===== src/rtl/fx_seq_pkg.sv =====
package fx_seq_pkg;

  typedef enum logic [1:0] {
    FLOW_SEQ  = 2'd0,
    FLOW_CALL = 2'd1,
    FLOW_RET  = 2'd2,
    FLOW_JUMP = 2'd3
  } flow_e;

endpackage


===== src/rtl/fx_flow_arbiter.sv =====
module fx_flow_arbiter
  import fx_seq_pkg::*;
(
  input  logic  slot_valid,
  input  logic  hold,
  input  logic  req_call,
  input  logic  req_ret,
  input  logic  req_jump,
  output flow_e flow_sel,
  output logic  take
);

  logic live;
  assign live = slot_valid && !hold;

  // priority: call, then return, then jump; bubbles and stalls ignore all
  always_comb begin
    flow_sel = FLOW_SEQ;
    if (live) begin
      if (req_call)      flow_sel = FLOW_CALL;
      else if (req_ret)  flow_sel = FLOW_RET;
      else if (req_jump) flow_sel = FLOW_JUMP;
    end
  end

  assign take = (flow_sel != FLOW_SEQ);

endmodule


===== src/rtl/fx_ret_stack.sv =====
module fx_ret_stack #(
  parameter int AW    = 12,
  parameter int DEPTH = 8
) (
  input  logic          clk,
  input  logic          rst_n,
  input  logic          push,
  input  logic          pop,
  input  logic [AW-1:0] push_data,
  output logic [AW-1:0] top_data,
  output logic          ovf,
  output logic          unf
);

  localparam int CW   = $clog2(DEPTH + 1);
  localparam int IDXW = (DEPTH > 1) ? $clog2(DEPTH) : 1;

  logic [CW-1:0]   fill;
  logic [AW-1:0]   slot_q [DEPTH];
  logic            full, empty, push_ok, pop_ok;
  logic [IDXW-1:0] top_idx;

  assign full    = (fill == CW'(DEPTH));
  assign empty   = (fill == '0);
  assign push_ok = push && !full;
  assign pop_ok  = pop && !empty;
  assign ovf     = push && full;
  assign unf     = pop && empty;
  assign top_idx = IDXW'(fill - CW'(1));
  assign top_data = empty ? '0 : slot_q[top_idx];

  always_ff @(posedge clk) begin
    if (!rst_n)       fill <= '0;
    else if (push_ok) fill <= fill + CW'(1);
    else if (pop_ok)  fill <= fill - CW'(1);
  end

  for (genvar i = 0; i < DEPTH; i++) begin : g_slot
    always_ff @(posedge clk) begin
      if (!rst_n)                            slot_q[i] <= '0;
      else if (push_ok && fill == CW'(i))    slot_q[i] <= push_data;
    end
  end

endmodule


===== src/rtl/fx_target_calc.sv =====
module fx_target_calc
  import fx_seq_pkg::*;
#(
  parameter int AW = 12,
  parameter int OW = 11
) (
  input  logic [AW-1:0] fetch_pc,
  input  logic [AW-1:0] exec_pc,
  input  logic [OW-1:0] rel_ofs,
  input  logic [AW-1:0] ret_addr,
  input  flow_e         flow_sel,
  output logic [AW-1:0] next_pc,
  output logic [AW-1:0] link_addr
);

  localparam int SW = AW + OW;

  function automatic logic [AW-1:0] inc_addr(input logic [AW-1:0] a);
    return a + AW'(1);
  endfunction

  function automatic logic [AW-1:0] rel_target(input logic [AW-1:0] base,
                                               input logic [OW-1:0] ofs);
    logic [SW-1:0] s_ext, b_ext;
    s_ext = {{AW{ofs[OW-1]}}, ofs};
    b_ext = {{OW{1'b0}}, base};
    return AW'(b_ext + s_ext + SW'(1));
  endfunction

  assign link_addr = inc_addr(exec_pc);

  always_comb begin
    unique case (flow_sel)
      FLOW_CALL, FLOW_JUMP: next_pc = rel_target(exec_pc, rel_ofs);
      FLOW_RET:             next_pc = ret_addr;
      default:              next_pc = inc_addr(fetch_pc);
    endcase
  end

endmodule


===== src/rtl/fx_prefetch.sv =====
module fx_prefetch #(
  parameter int AW = 12,
  parameter int IW = 16
) (
  input  logic          clk,
  input  logic          rst_n,
  input  logic          hold,
  input  logic          flush,
  input  logic [IW-1:0] fetch_word,
  input  logic [AW-1:0] fetch_pc,
  output logic [IW-1:0] ir,
  output logic [AW-1:0] ir_pc,
  output logic          ir_valid
);

  always_ff @(posedge clk) begin
    if (!rst_n) begin
      ir       <= '0;
      ir_pc    <= '0;
      ir_valid <= 1'b0;
    end else if (!hold) begin
      ir_pc <= fetch_pc;
      if (flush) begin
        ir       <= '0;
        ir_valid <= 1'b0;
      end else begin
        ir       <= fetch_word;
        ir_valid <= 1'b1;
      end
    end
  end

endmodule


===== src/rtl/fx_sequencer.sv =====
module fx_sequencer
  import fx_seq_pkg::*;
#(
  parameter int PC_W      = 12,
  parameter int IW        = 16,
  parameter int OFS_W     = 11,
  parameter int STK_DEPTH = 8
) (
  input  logic             clk,
  input  logic             rst_n,
  input  logic             stall_i,
  output logic [PC_W-1:0]  imem_addr_o,
  input  logic [IW-1:0]    imem_rdata_i,
  output logic [IW-1:0]    ex_instr_o,
  output logic [PC_W-1:0]  ex_pc_o,
  output logic             ex_valid_o,
  input  logic             ctl_call_i,
  input  logic             ctl_ret_i,
  input  logic             ctl_jump_i,
  input  logic [OFS_W-1:0] ctl_ofs_i,
  output logic             stk_ovf_o,
  output logic             stk_unf_o
);

  logic [PC_W-1:0] pc_q, next_pc, link_addr, ret_addr;
  flow_e           flow_sel;
  logic            redirect_take;
  logic            push_req, pop_req;

  fx_flow_arbiter u_arb (
    .slot_valid (ex_valid_o),
    .hold       (stall_i),
    .req_call   (ctl_call_i),
    .req_ret    (ctl_ret_i),
    .req_jump   (ctl_jump_i),
    .flow_sel   (flow_sel),
    .take       (redirect_take)
  );

  assign push_req = (flow_sel == FLOW_CALL);
  assign pop_req  = (flow_sel == FLOW_RET);

  fx_ret_stack #(.AW(PC_W), .DEPTH(STK_DEPTH)) u_stack (
    .clk       (clk),
    .rst_n     (rst_n),
    .push      (push_req),
    .pop       (pop_req),
    .push_data (link_addr),
    .top_data  (ret_addr),
    .ovf       (stk_ovf_o),
    .unf       (stk_unf_o)
  );

  fx_target_calc #(.AW(PC_W), .OW(OFS_W)) u_calc (
    .fetch_pc  (pc_q),
    .exec_pc   (ex_pc_o),
    .rel_ofs   (ctl_ofs_i),
    .ret_addr  (ret_addr),
    .flow_sel  (flow_sel),
    .next_pc   (next_pc),
    .link_addr (link_addr)
  );

  fx_prefetch #(.AW(PC_W), .IW(IW)) u_pf (
    .clk        (clk),
    .rst_n      (rst_n),
    .hold       (stall_i),
    .flush      (redirect_take),
    .fetch_word (imem_rdata_i),
    .fetch_pc   (pc_q),
    .ir         (ex_instr_o),
    .ir_pc      (ex_pc_o),
    .ir_valid   (ex_valid_o)
  );

  always_ff @(posedge clk) begin
    if (!rst_n)        pc_q <= '0;
    else if (!stall_i) pc_q <= next_pc;
  end

  assign imem_addr_o = pc_q;

endmodule


===== config.mk =====
export PLATFORM = sky130hd
export DESIGN_NAME = fx_sequencer
export DESIGN_NICKNAME = d
export VERILOG_FILES = /design/src/rtl/fx_seq_pkg.sv /design/src/rtl/fx_flow_arbiter.sv /design/src/rtl/fx_ret_stack.sv /design/src/rtl/fx_target_calc.sv /design/src/rtl/fx_prefetch.sv /design/src/rtl/fx_sequencer.sv
export SDC_FILE = /design/constraint.sdc
export NUM_CORES = 1
export LEC_CHECK = 0
export CORE_ASPECT_RATIO = 0.8
export CORE_MARGIN = 2
export CORE_UTILIZATION = 47
export CTS_CLUSTER_DIAMETER = 50
export DETAILED_ROUTE_END_ITERATION = 12
export PLACE_DENSITY = 0.69
export SETUP_SLACK_MARGIN = 0.2
export SLEW_MARGIN = 20
export SYNTH_ARGS = -nofsm -noshare
export SYNTH_HDL_FRONTEND = slang
export SYNTH_SLANG_ARGS = --single-unit

===== constraint.sdc =====
create_clock -name clk -period 3.25 [get_ports clk]
set_input_delay 0.65 -clock clk [delete_from_list [all_inputs] [get_ports clk]]
set_output_delay 0.65 -clock clk [all_outputs]
set_load 0.05 [all_outputs]

# After elaboration in Yosys (flattened, before gate mapping)
# Memories as Yosys holds them, arrays and structs flattened.
# Index checks and enable logic that the tools add are counted.
# op_classes
mux,43
addsub,6
bitwise_logic,8
n_eq_ne,11
reduce_logical,20
# ops
op,n
$mux 12,9
$add 12x1->12 const B,3
$mux 1,26
$pmux 12 s2,1
$eq 4x3->1 const B,4
$mux 16,1
$logic_and 1x1->1,13
$add 12x11->12,1
$eq 4x2->1 const B,2
$mux 2,4
$mux 4,2
$or 1x1->1,8
$add 4x1->4 const B,1
$eq 2x2->1 const B,2
$eq 4x1->1 const B,1
$eq 4x4->1 const B,1
$logic_not 4->1,1
$reduce_bool 2->1,2
$sub 4x1->4 const B,1
$logic_not 1->1,3
$eq 2x1->1 const B,1
$reduce_or 2->1,1
# word_totals
ram_bits,96
inputBits,33
reg_bits,45
n_memories,1
wordCells,94
# mem_list
memory,depth,width,rd,rd_ports_with_merged_regs,wr,line,rtl
u_stack.slot_q,8,12,1,0,8,fx_ret_stack.sv:19,logic [AW-1:0] slot_q [DEPTH];

# Depth between registers and ports, before layout
# Gate-level depths: netlist of the first run.
# depth
word_depth,11
mapped_depth,12
ltp_nobuf,10

# By module
# A second synthesis of the first run with hierarchy kept.
# unflattened
cells_unflattened,659
hier_area_um2,7527.2
# modules_own_cells
mod,n_inst,cells_each,area_each_um2,seq_area_each_um2
fx_ret_stack,1,340,4769.6,2962.8
fx_target_calc,1,159,1136.1,0.0
fx_prefetch,1,113,1111.1,580.6
fx_sequencer,1,40,462.9,240.2
fx_flow_arbiter,1,7,47.5,0.0

# Worst setup path before layout of the first run
# No wires, ideal clock.
# synth_path
kind,reg2reg
startpoint,register u_stack.fill[0]
endpoint,memory u_stack.slot_q[3][0] (enable)
setup_slack_ps,272
t_arrival_ps,2580
synth_period_minus_slack_ps,2978
setup_time_ps,398
path_stages_with_launch,11
required_time_ps,2852
cell_sequence,dfxtp_1 buf_6 buf_6 inv_1 ha_1 buf_2 nand3b_1 and3_1 buf_2 nand2_1 o21ai_0
# synth_lines
element,line,rtl
"start, declared",fx_ret_stack.sv:18,logic [CW-1:0] fill;
"start signal, assigned",fx_ret_stack.sv:34,else if (push_ok) fill <= fill + CW'(1);
"start signal, assigned",fx_ret_stack.sv:35,else if (pop_ok) fill <= fill - CW'(1);
"end, declared",fx_ret_stack.sv:19,

# Final worst setup path of the first run
# layout_path
startpoint,input ctl_ofs_i[0]
endpoint,register pc_q[8] (netlist: imem_addr_o[8])
# layout_between
elab_chain_len,3
# layout_rtl
element,line,rtl
"start, declared",fx_sequencer.sv:20,"input logic [OFS_W-1:0] ctl_ofs_i,"
$add 12x11->12,fx_target_calc.sv:27,return AW'(b_ext + s_ext + SW'(1));
$add 12x1->12,fx_target_calc.sv:27,
$pmux 12 s2,fx_target_calc.sv:33,unique case (flow_sel)
"end signal, assigned",fx_sequencer.sv:78,else if (!stall_i) pc_q <= next_pc;
"end, declared",fx_sequencer.sv:25,"logic [PC_W-1:0] pc_q, next_pc, link_addr, ret_addr;"
# No other way between the ends.
# A chain may end at the register's enable or synchronous reset.

==> out/qor.txt, run 1 <==
Overflow after GRT - 0
Area leader, netlist - edfxtp_1
Initial antenna violation count - 0
Rows - 39
Buf+Inv Stages, Crit Path - 3
Setup Buffers After CTS - 0
Drt via density - 5.92
Maximum number of pins on one net before global-route repair - 39
Worst-Skew Late Latency - 0.42 ns
Min Tclk post-route - 2.62 ns
#FFs+latches synth - 141
Highest clock rate - 381 MHz
Final Instance Area - 8570 um^2
Max cap viols - 0
Sequence of cells on the critical path - clkdlybuf4s50_1 > inv_1 > ha_1 > inv_1 > fa_1 > a211oi_1 > nor2_1 > a211oi_1 > xnor2_1 > a21oi_1 > nor4_1
WL final - 18200 um
Top-area cell type share of the netlist area - 0.414
Unrepaired setup endpoints after global routing - no
Cts bufs inserted - 17
Finished Layout Cells - 897
Vias in the first global route - 5169
Worst setup SP type - input port
FFs w/ async S/R, synth - 0
Arr. time, crit path - 2.95 ns
Power Total - 4.53 mW
Yosys warns - 0
Clk_skew - 0.00812 ns
Synth Flop Type - edfxtp_1
CTS H-Tree Depth - 4
Slew margin rel. - 0.498
Setup CP Type - input port to register
Die height - 113 um
Post-route DRC - 6
GRT Resource Usage Total - 0.239
Horiz. Die Dim - 140 um
Clock transition at path regs - 0.06 ns
Commonest non-fill, non-tap cell in the layout - nor2_1
Die Area - 15800 um^2
Endpoints failing setup - 0
Syn nets - 663
Critical path's largest stage delay - 0.42 ns
Leak Pwr - 3.12 nW
Post-route setup slack - 0.627 ns
Count of hold-fix buffers inserted at cts - 0
Status - complete, but fails checks
I/O Pins - 76
DP Worst Slack - 0.235 ns
Placed insts - 865
Failing checks - DRC
Slew at the pin closest to its max-slew limit - 0.748 ns
Most frequent cells in the layout - nor2_1, edfxtp_1, clkdlybuf4s50_1
Layout Utilization - 0.595
First-pass GRT wire length - 28600 um
Area contributors post-synth - edfxtp_1, dfxtp_1, nor2_1
Register area share after synthesis - 0.543
NumNets Final - 751
Crit path max fanout - 3
I/O Buffers - 75
Slowest CP cell - fa_1
Setup TNS - 0 ns
Cts repair resizes - 0
Mapped Area - 6970 um^2
Initial DRC count - 592
Sink Count - 141
CTS Buffer Depth - 2
Post-DP HPWL - 12300 um
CORE AREA - 14400 um^2
Area growth syn-to-layout - 22.9%
Number of synthesized flops with an enable pin - 96
Drt pass-1 iters - 10
Yosys cell types - 60
Antenna fix cells - 0
Hold Fails Final Rpt - 0
Final Hold Slack - 0.463 ns
Worst VDD drop - 0.384 mV
Detail Route Antenna Nets - 0
Crit path capture type - register
Final Max Tran Viols - 0
Worst Hold Class - register to register
Pwr/cell area - 528 nW/um^2
CTS tree - yes
Syn_area_per_cell - 11.4 um^2
Top delay family on crit path - compound AO/OA/AOI/OAI gates
Initial Util - 0.484
Wire length per cell - 20.3 um
CP Data Required Time - 3.58 ns
Share of cells above drive strength 1 - 0.109
Placement-stage cell area - 7980 um^2
Clk root buf - clkbuf_16
Final period util - 0.807
DR vias - 5312
GPL Wtd Cong - 0.897
Syn Inst Count - 612
## registers in the layout, summed over array words and instances, names as in the netlist
name,cells
u_pf.ir_pc,12
u_stack.slot_q,96
u_stack.fill,4
u_pf.ir_valid,1
u_pf.ir,16
imem_addr_o,12
## worst register-to-register path, cell delays in order (launching register included)
cell and delay (ns):
dfxtp_1 0.47, inv_1 0.12, ha_1 0.17, inv_1 0.05, fa_1 0.42, a211oi_1 0.37
nor2_1 0.16, a211oi_1 0.29, xnor2_1 0.16, a21oi_1 0.08, nor4_1 0.16
## path summary, 6_finish.rpt
check / start / to / slack, ns / cells past startpoint
setup / recovery: ctl_ofs_i[0] / imem_addr_o[8] / 0.63 / 11
hold / removal: u_pf.ir[12] / u_pf.ir[12] / 0.46 / 2
setup reg to reg: u_pf.ir_pc[0] / imem_addr_o[8] / 0.72 / 10
hold reg to reg: u_pf.ir[12] / u_pf.ir[12] / 0.46 / 2
## report_power, final
group	switching, mW	internal, mW	leakage, nW	total, mW
Combinational	0.325	0.213	1.48	0.538
Sequential	0.0516	1.98	1.36	2.03
Clock	0.745	1.21	0.276	1.95
Total	1.12	3.40	3.12	4.53
## final cells by class
| type | instances | area [um^2] |
|---|---|---|
| fillers | 1166 | 5830 |
| inverters | 10 | 37.5 |
| clock inverters | 10 | 140 |
| multi-input cells | 428 | 2990 |
| repair buffers | 102 | 943 |
| clock buffers | 22 | 444 |
| well taps | 184 | 230 |
| flip-flops and latches | 141 | 3780 |
## routing by layer
layer,share of wire,global-route usage
met4,0.012,0.0822
met2,0.45,0.354
met1,0.45,0.352
met3,0.088,0.0521
met5,0,0
## cells in the mapped netlist (all sizes together) (2+ instances only)
| cell type | count |
|---|---|
| a211oi | 6 |
| a21o | 4 |
| a21oi | 36 |
| a221o | 2 |
| a221oi | 5 |
| a31oi | 4 |
| and2 | 2 |
| and3 | 8 |
| and4 | 2 |
| buf | 15 |
| clkbuf | 18 |
| dfxtp | 45 |
| edfxtp | 96 |
| ha | 17 |
| inv | 9 |
| mux2 | 3 |
| mux2i | 16 |
| mux4 | 24 |
| nand2 | 38 |
| nand3 | 36 |
| nand3b | 2 |
| nand4 | 5 |
| nor2 | 127 |
| nor2b | 3 |
| nor3 | 4 |
| nor4 | 2 |
| o21a | 3 |
| o21ai | 26 |
| o21bai | 3 |
| o22ai | 4 |
| o31ai | 2 |
| or2 | 2 |
| or3 | 2 |
| xnor2 | 12 |
| xor2 | 16 |
## cells by family (layout without fill, tap and decap cells)
logic type                 count (synthesis)  after routing  share of synthesized area
AOI/OAI and AO/OA                        102            102                     0.0924
xor gates and xnor gates                  28             28                     0.0379
adders and majority gates                 18             18                     0.0334
buffers and inverters                     43            144                     0.0300
DFF                                      141            141                      0.543
muxes                                     43             43                      0.113
and+or+nand+nor                          237            237                      0.150
Power figures use the tool's default switching activity.
==> inputs of run 2 (changes only) <==
Clock period 3.25 ns to 2.7 ns, I/O delays scaled along.
==> run 2 against run 1 <==
The flow still finishes with violations (DRC); sequential power rose by 21%; global-route usage rose by 0.68 points; largest cell class unchanged; clock power rose by 19%.
==> out/qor.txt, run 2 (synthesized netlist as in run 1, its figures left out) <==
Status - complete, but fails checks
Failing checks - DRC
WL met2 - 8550 um (+4.8%)
Count of hold-fix buffers inserted at cts - 0 (unchanged)
Met3 routed WL - 1910 um (+19%)
Share of cells above drive strength 1 - 0.145 (+0.0358)
Overflow after GRT - 0 (unchanged)
Slew at the pin closest to its max-slew limit - 0.722 ns (-0.0264 ns)
Setup Buffers After CTS - 0 (unchanged)
Final Max Tran Viols - 0 (unchanged)
Crit path max fanout - 7 (+4)
CORE AREA - 14400 um^2 (unchanged)
Area of the multi-input gates - 3030 um^2 (+1.4%)
Wire length per cell - 21.3 um (+4.8%)
First-pass GRT wire length - 29400 um (+2.9%)
Wl on met1 - 8560 um (+3.6%)
DR vias - 5411 (+1.9%)
Sink Count - 141 (unchanged)
Area growth syn-to-layout - 26.0%
Die height - 113 um (unchanged)
Setup CP Type - register to output pin
CTS Buffer Depth - 2 (unchanged)
Most frequent cells in the layout - nor2_1, edfxtp_1, clkdlybuf4s50_1
Initial antenna violation count - 0 (unchanged)
Crit path capture type - output pin
Top flop regs - u_stack.slot_q (96), u_pf.ir (16)
Buf+Inv Stages, Crit Path - 1 (-2)
WL final - 19300 um (+6.0%)
Initial DRC count - 655 (+11%)
Slowest CP cell - clkdlybuf4s50_1
Post-route DRC - 5 (-1)
Final period util - 0.884
Max reg flops - 96 (unchanged)
Unrepaired setup endpoints after global routing - no
Leak Pwr - 3.21 nW (+2.9%)
Post-DP HPWL - 12900 um (+5.1%)
Final Instance Area - 8780 um^2 (+2.5%)
Slew margin rel. - 0.515 (+0.0177)
GRT Resource Usage Total - 0.246 (+0.00678)
Initial Util - 0.484 (unchanged)
Antenna fix cells - 0 (unchanged)
Clk_skew - 0.0109 ns (+0.00279 ns)
Max cap viols - 0 (unchanged)
Worst setup SP type - register
Commonest non-fill, non-tap cell in the layout - nor2_1
Endpoints failing setup - 0 (unchanged)
I/O Buffers - 75 (unchanged)
Horiz. Die Dim - 140 um (unchanged)
Hold wc startpoint - u_pf.ir[10]
Drt pass-1 iters - 10 (unchanged)
Detail Route Antenna Nets - 0 (unchanged)
Placement-stage cell area - 8170 um^2 (+2.4%)
Power Total - 5.48 mW (+21%)
Vias in the first global route - 5133 (-0.70%)
Critical path's largest stage delay - 0.88 ns (+0.46 ns)
CP Data Required Time - 2.16 ns (-1.42 ns)
Pwr/cell area - 624 nW/um^2 (+18%)
GPL Wtd Cong - 0.875 (-2.5%)
Reg-to-reg startpoint - u_stack.fill[1]
Arr. time, crit path - 1.85 ns (-1.10 ns)
Worst-Skew Late Latency - 0.42 ns (about the same)
Worst Hold Class - register to register
Rows - 39 (unchanged)
Clk root buf - clkbuf_16
Drt via density - 5.97 (+0.74%)
Highest routed metal layer - met4
Worst VDD drop - 0.454 mV (+18%)
Sequence of cells on the critical path - clkdlybuf4s50_1
CTS H-Tree Depth - 4 (unchanged)
Largest Register - u_stack.slot_q
NumNets Final - 761 (+1.3%)
Hold Fails Final Rpt - 0 (unchanged)
Fill count - 1107 (-5.1%)
I/O Pins - 76 (unchanged)
Highest clock rate - 419 MHz
Top delay family on crit path - buffers and inverters
Register area - 3780 um^2 (about the same)
Clock transition at path regs - 0.07 ns (about the same)
Maximum number of pins on one net before global-route repair - 38 (-2.6%)
Setup TNS - 0 ns (unchanged)
Cts bufs inserted - 17 (unchanged)
Worst setup path start - u_pf.ir_pc[6]
Min Tclk post-route - 2.39 ns
CTS tree - yes
Die Area - 15800 um^2 (unchanged)
run 2: changes by cell type in the layout (fill, tap and decap cells not counted), sizes merged:
| cell | change |
|---|---|
| inv | +5 |
| clkinvlp | +2 |
| buf | +10 |
| clkinv | -1 |
| bufinv | -1 |
| clkbuf | -5 |
run 2: cell type report:
type / instances / share of cell area
clock buffers: 17 / 0.0484
clock inverters: 15 / 0.0181
inverters: 10 / 0.00427
multi-input cells: 428 / 0.345
flip-flops and latches: 141 / 0.431
well taps: 184 / 0.0262
repair buffers: 112 / 0.127
run 2: stage by stage:
step / hold slack [ns] / std cells / util / setup slack (ns)
after floorplan: 0.569 / 612 / - / 0.0410
after global placement: 0.448 / 875 / 0.568 / -0.0934
after detailed placement: 0.458 / 875 / 0.568 / -0.240
after CTS: 0.467 / 907 / 0.609 / 0.257
after global routing: 0.481 / 907 / 0.610 / 0.223
final: 0.465 / 907 / 0.610 / 0.312
run 2: per-layer routing:
| metal | vias up | track usage |
|---|---|---|
| li1 | 2456 | - |
| met1 | 2613 | 0.371 |
| met2 | 309 | 0.368 |
| met3 | 33 | 0.0516 |
| met4 | 0 | 0.0593 |
| met5 | - | 0 |
run 2: where the power goes:
group / switching (mW) / total (mW) / internal (mW)
Combinational: 0.414 / 0.699 / 0.284
Clock: 0.963 / 2.33 / 1.37
Sequential: 0.0589 / 2.45 / 2.39
Total: 1.44 / 5.48 / 4.04
run 2: final timing paths:
check,cells past startpoint,slack (ns),end
worst max-delay path,1,0.31,ex_pc_o[6]
worst max register to register,8,0.44,imem_addr_o[3]
worst min-delay path,2,0.47,u_pf.ir[10]
worst min register to register,2,0.47,u_pf.ir[10]
run 2: timing repair:
action | 4_1_cts | 5_1_grt
hold endpoints to repair | 0 | 0
resized for setup | 1 | 5
pin swaps | 0 | 2
endpoints found under the setup margin | 1 | 2
==> inputs of run 3 (changes only) <==
Settings changed: SYNTH_HIERARCHICAL from default to 1.
==> run 3 against run 2 <==
The flow now finishes without violations; final cell count rose by 8.3%; synthesized area rose by 8.0%; fmax fell by 0.93%; combinational power fell by 11%; power fell by 2.2%; critical endpoint is now stk_ovf_o; first-iteration DRC count fell by 47%; largest power group unchanged; via count fell by 1.8%.
==> out/qor.txt, run 3 <==
Most frequent cell after synthesis - and2_1
Area leader, netlist - edfxtp_1
Most frequent cells in the layout - and2_1, edfxtp_1, clkdlybuf4s50_1
Min Tclk post-route - 2.41 ns (+0.0225 ns)
Initial DRC count - 349 (-47%)
CTS tree - yes
Arr. time, crit path - 1.87 ns (+0.02 ns)
Syn_area_per_cell - 11.4 um^2 (+0.29%)
CORE AREA - 15700 um^2 (+9.0%)
Status - finished, final reports clean
I/O Buffers - 75 (unchanged)
Clock transition at path regs - 0.06 ns (about the same)
Synth Flop Type - edfxtp_1
CTS Buffer Depth - 2 (unchanged)
Unrepaired setup endpoints after global routing - no
Pwr/cell area - 568 nW/um^2 (-9.0%)
Area contributors post-synth - edfxtp_1, dfxtp_1, and2_1
Yosys warns - 6 (+6)
Final period util - 0.893 (+0.00832)
Worst-Skew Late Latency - 0.42 ns (about the same)
Die height - 117 um (+3.8%)
Fill count - 1287 (+16%)
Post-DP HPWL - 11800 um (-8.6%)
Largest Register - u_stack/slot_q
Slew at the pin closest to its max-slew limit - 0.634 ns (-0.0878 ns)
Share of cells above drive strength 1 - 0.177 (+0.0321)
Top-area cell type share of the netlist area - 0.383 (-0.0306)
Initial antenna violation count - 0 (unchanged)
Hold Fails Final Rpt - 0 (unchanged)
Reg-to-reg startpoint - u_stack/fill[0]
Max cap viols - 0 (unchanged)
Drt pass-1 iters - 5 (-5)
Area growth syn-to-layout - 25.4%
#FFs+latches synth - 141 (unchanged)
Rows - 41 (+5.1%)
WL final - 17500 um (-9.5%)
Commonest cells post-synth - and2_1, edfxtp_1, nand2_1
CTS H-Tree Depth - 4 (unchanged)
Crit path max fanout - 2 (-5)
Final Max Tran Viols - 0 (unchanged)
Register area share after synthesis - 0.503 (-0.0402)
FFs w/ async S/R, synth - 0 (unchanged)
Final Hold Slack - 0.482 ns (+0.0166 ns)
Clk_skew - 0.00739 ns (-0.00352 ns)
Area of the multi-input gates - 3600 um^2 (+19%)
Overflow after GRT - 0 (unchanged)
Register area - 3790 um^2 (+0.13%)
DR vias - 5312 (-1.8%)
CP Data Required Time - 2.16 ns (about the same)
Worst setup path start - ctl_call_i
Final Instance Area - 9440 um^2 (+7.5%)
Crit path capture type - output pin
Initial Util - 0.480 (-0.00471)
Clk root buf - clkbuf_16
Top flop regs - u_stack/slot_q (96), u_pf/ir (16)
Maximum number of pins on one net before global-route repair - 62 (+63%)
Mapped Area - 7530 um^2 (+8.0%)
Die Area - 17100 um^2 (+7.7%)
Endpoints failing setup - 0 (unchanged)
Placement-stage cell area - 8720 um^2 (+6.7%)
Worst Hold Class - register to register
Syn Inst Count - 659 (+7.7%)
Syn nets - 711 (+7.2%)
Drt via density - 5.41 (-9.3%)
Wire length per cell - 17.8 um (-16%)
Worst setup SP type - input port
Max reg flops - 96 (unchanged)
Detail Route Antenna Nets - 0 (unchanged)
Sink Count - 141 (unchanged)
Setup CP Type - input port to output pin
Number of synthesized flops with an enable pin - 96 (unchanged)
Worst VDD drop - 0.484 mV (+6.7%)
GPL Wtd Cong - 0.842 (-3.7%)
Cts bufs inserted - 17 (unchanged)
GRT Resource Usage Total - 0.213 (-0.0332)
Commonest non-fill, non-tap cell in the layout - and2_1
First-pass GRT wire length - 27700 um (-5.8%)
NumNets Final - 809 (+6.3%)
Horiz. Die Dim - 145 um (+3.8%)
Count of hold-fix buffers inserted at cts - 0 (unchanged)
Leak Pwr - 3.60 nW (+12%)
Slew margin rel. - 0.577 (+0.0620)
Post-route DRC - 0 (-5)
Antenna fix cells - 0 (unchanged)
Hold wc startpoint - u_pf/ir[10]
Highest clock rate - 415 MHz (-0.93%)
I/O Pins - 76 (unchanged)
Vias in the first global route - 5269 (+2.6%)
Yosys cell types - 61 (+1.7%)
## run 3: cell count changes after synthesis, moves of 10 or more
cell and delta:
nor2b_1 +26, mux4_1 -10, nand3_1 -13, and2_1 +97, nand2_1 +23, mux4_2 +10
xnor2_1 +11, nor2_1 -101, mux2i_1 +12
## run 3: cell families (layout without fill, tap and decap cells)
kind of cell	after synthesis	count (layout)	share of synthesized area
adders and majority gates	19	19	0.0326
buffers and inverters	50	158	0.0329
muxes	56	56	0.118
and+or+nand+nor	272	272	0.203
DFF	141	141	0.503
AOI/OAI and AO/OA	90	90	0.0753
xor gates and xnor gates	31	31	0.0361
## run 3: path summary, 6_finish.rpt
check / endpoint / slack, ns / cells after the start
max: stk_ovf_o / 0.29 / 7
min: u_pf/ir[10] / 0.48 / 2
max reg2reg: imem_addr_o[7] / 0.35 / 11
min reg2reg: u_pf/ir[10] / 0.48 / 2
## run 3: layout make-up
type | instances | share of cell area
flip-flops and latches | 141 | 0.402
multi-input cells | 468 | 0.381
inverters | 12 | 0.00517
clock buffers | 18 | 0.0455
well taps | 215 | 0.0285
repair buffers | 117 | 0.123
clock inverters | 11 | 0.0152
## run 3: report_power, final
group          internal (mW)  switching, mW
Clock                   1.43          0.877
Sequential              2.38         0.0446
Combinational          0.274          0.350
Total                   4.09           1.27
## run 3: layer usage
layer	GRT usage	vias to the layer above	wire length [um]
met5	0	-	0
met4	0.0654	0	177
met3	0.0434	16	936
met2	0.343	130	8390
met1	0.296	2624	8010
li1	-	2542	-
## run 3: stage by stage
step / util / setup TNS [ns] / cells / worst slack [ns] / power [mW]
after CTS: 0.595 / 0 / 976 / 0.194 / 5.39
after floorplan: - / -1.32 / 659 / -0.147 / 2.85
after global routing: 0.601 / 0 / 982 / 0.189 / 5.55
after detailed placement: 0.556 / -0.332 / 945 / -0.151 / 3.07
final: 0.601 / 0 / 982 / 0.290 / 5.36
after global placement: 0.556 / -0.214 / 945 / -0.132 / 3.06
## run 3: worst max-delay path: stages
cell	delay (ns)
clkdlybuf4s50_1	0.49
inv_1	0.09
a21oi_4	0.12
nor2b_4	0.17
nand2_2	0.08
nor3b_4	0.19
buf_6	0.18
## run 3: repair_timing
item	CTS	global route
pin swaps	4	6
cloned	0	0
endpoints found under the setup margin	2	8
buffers inserted	2	6
gates resized for setup	8	14
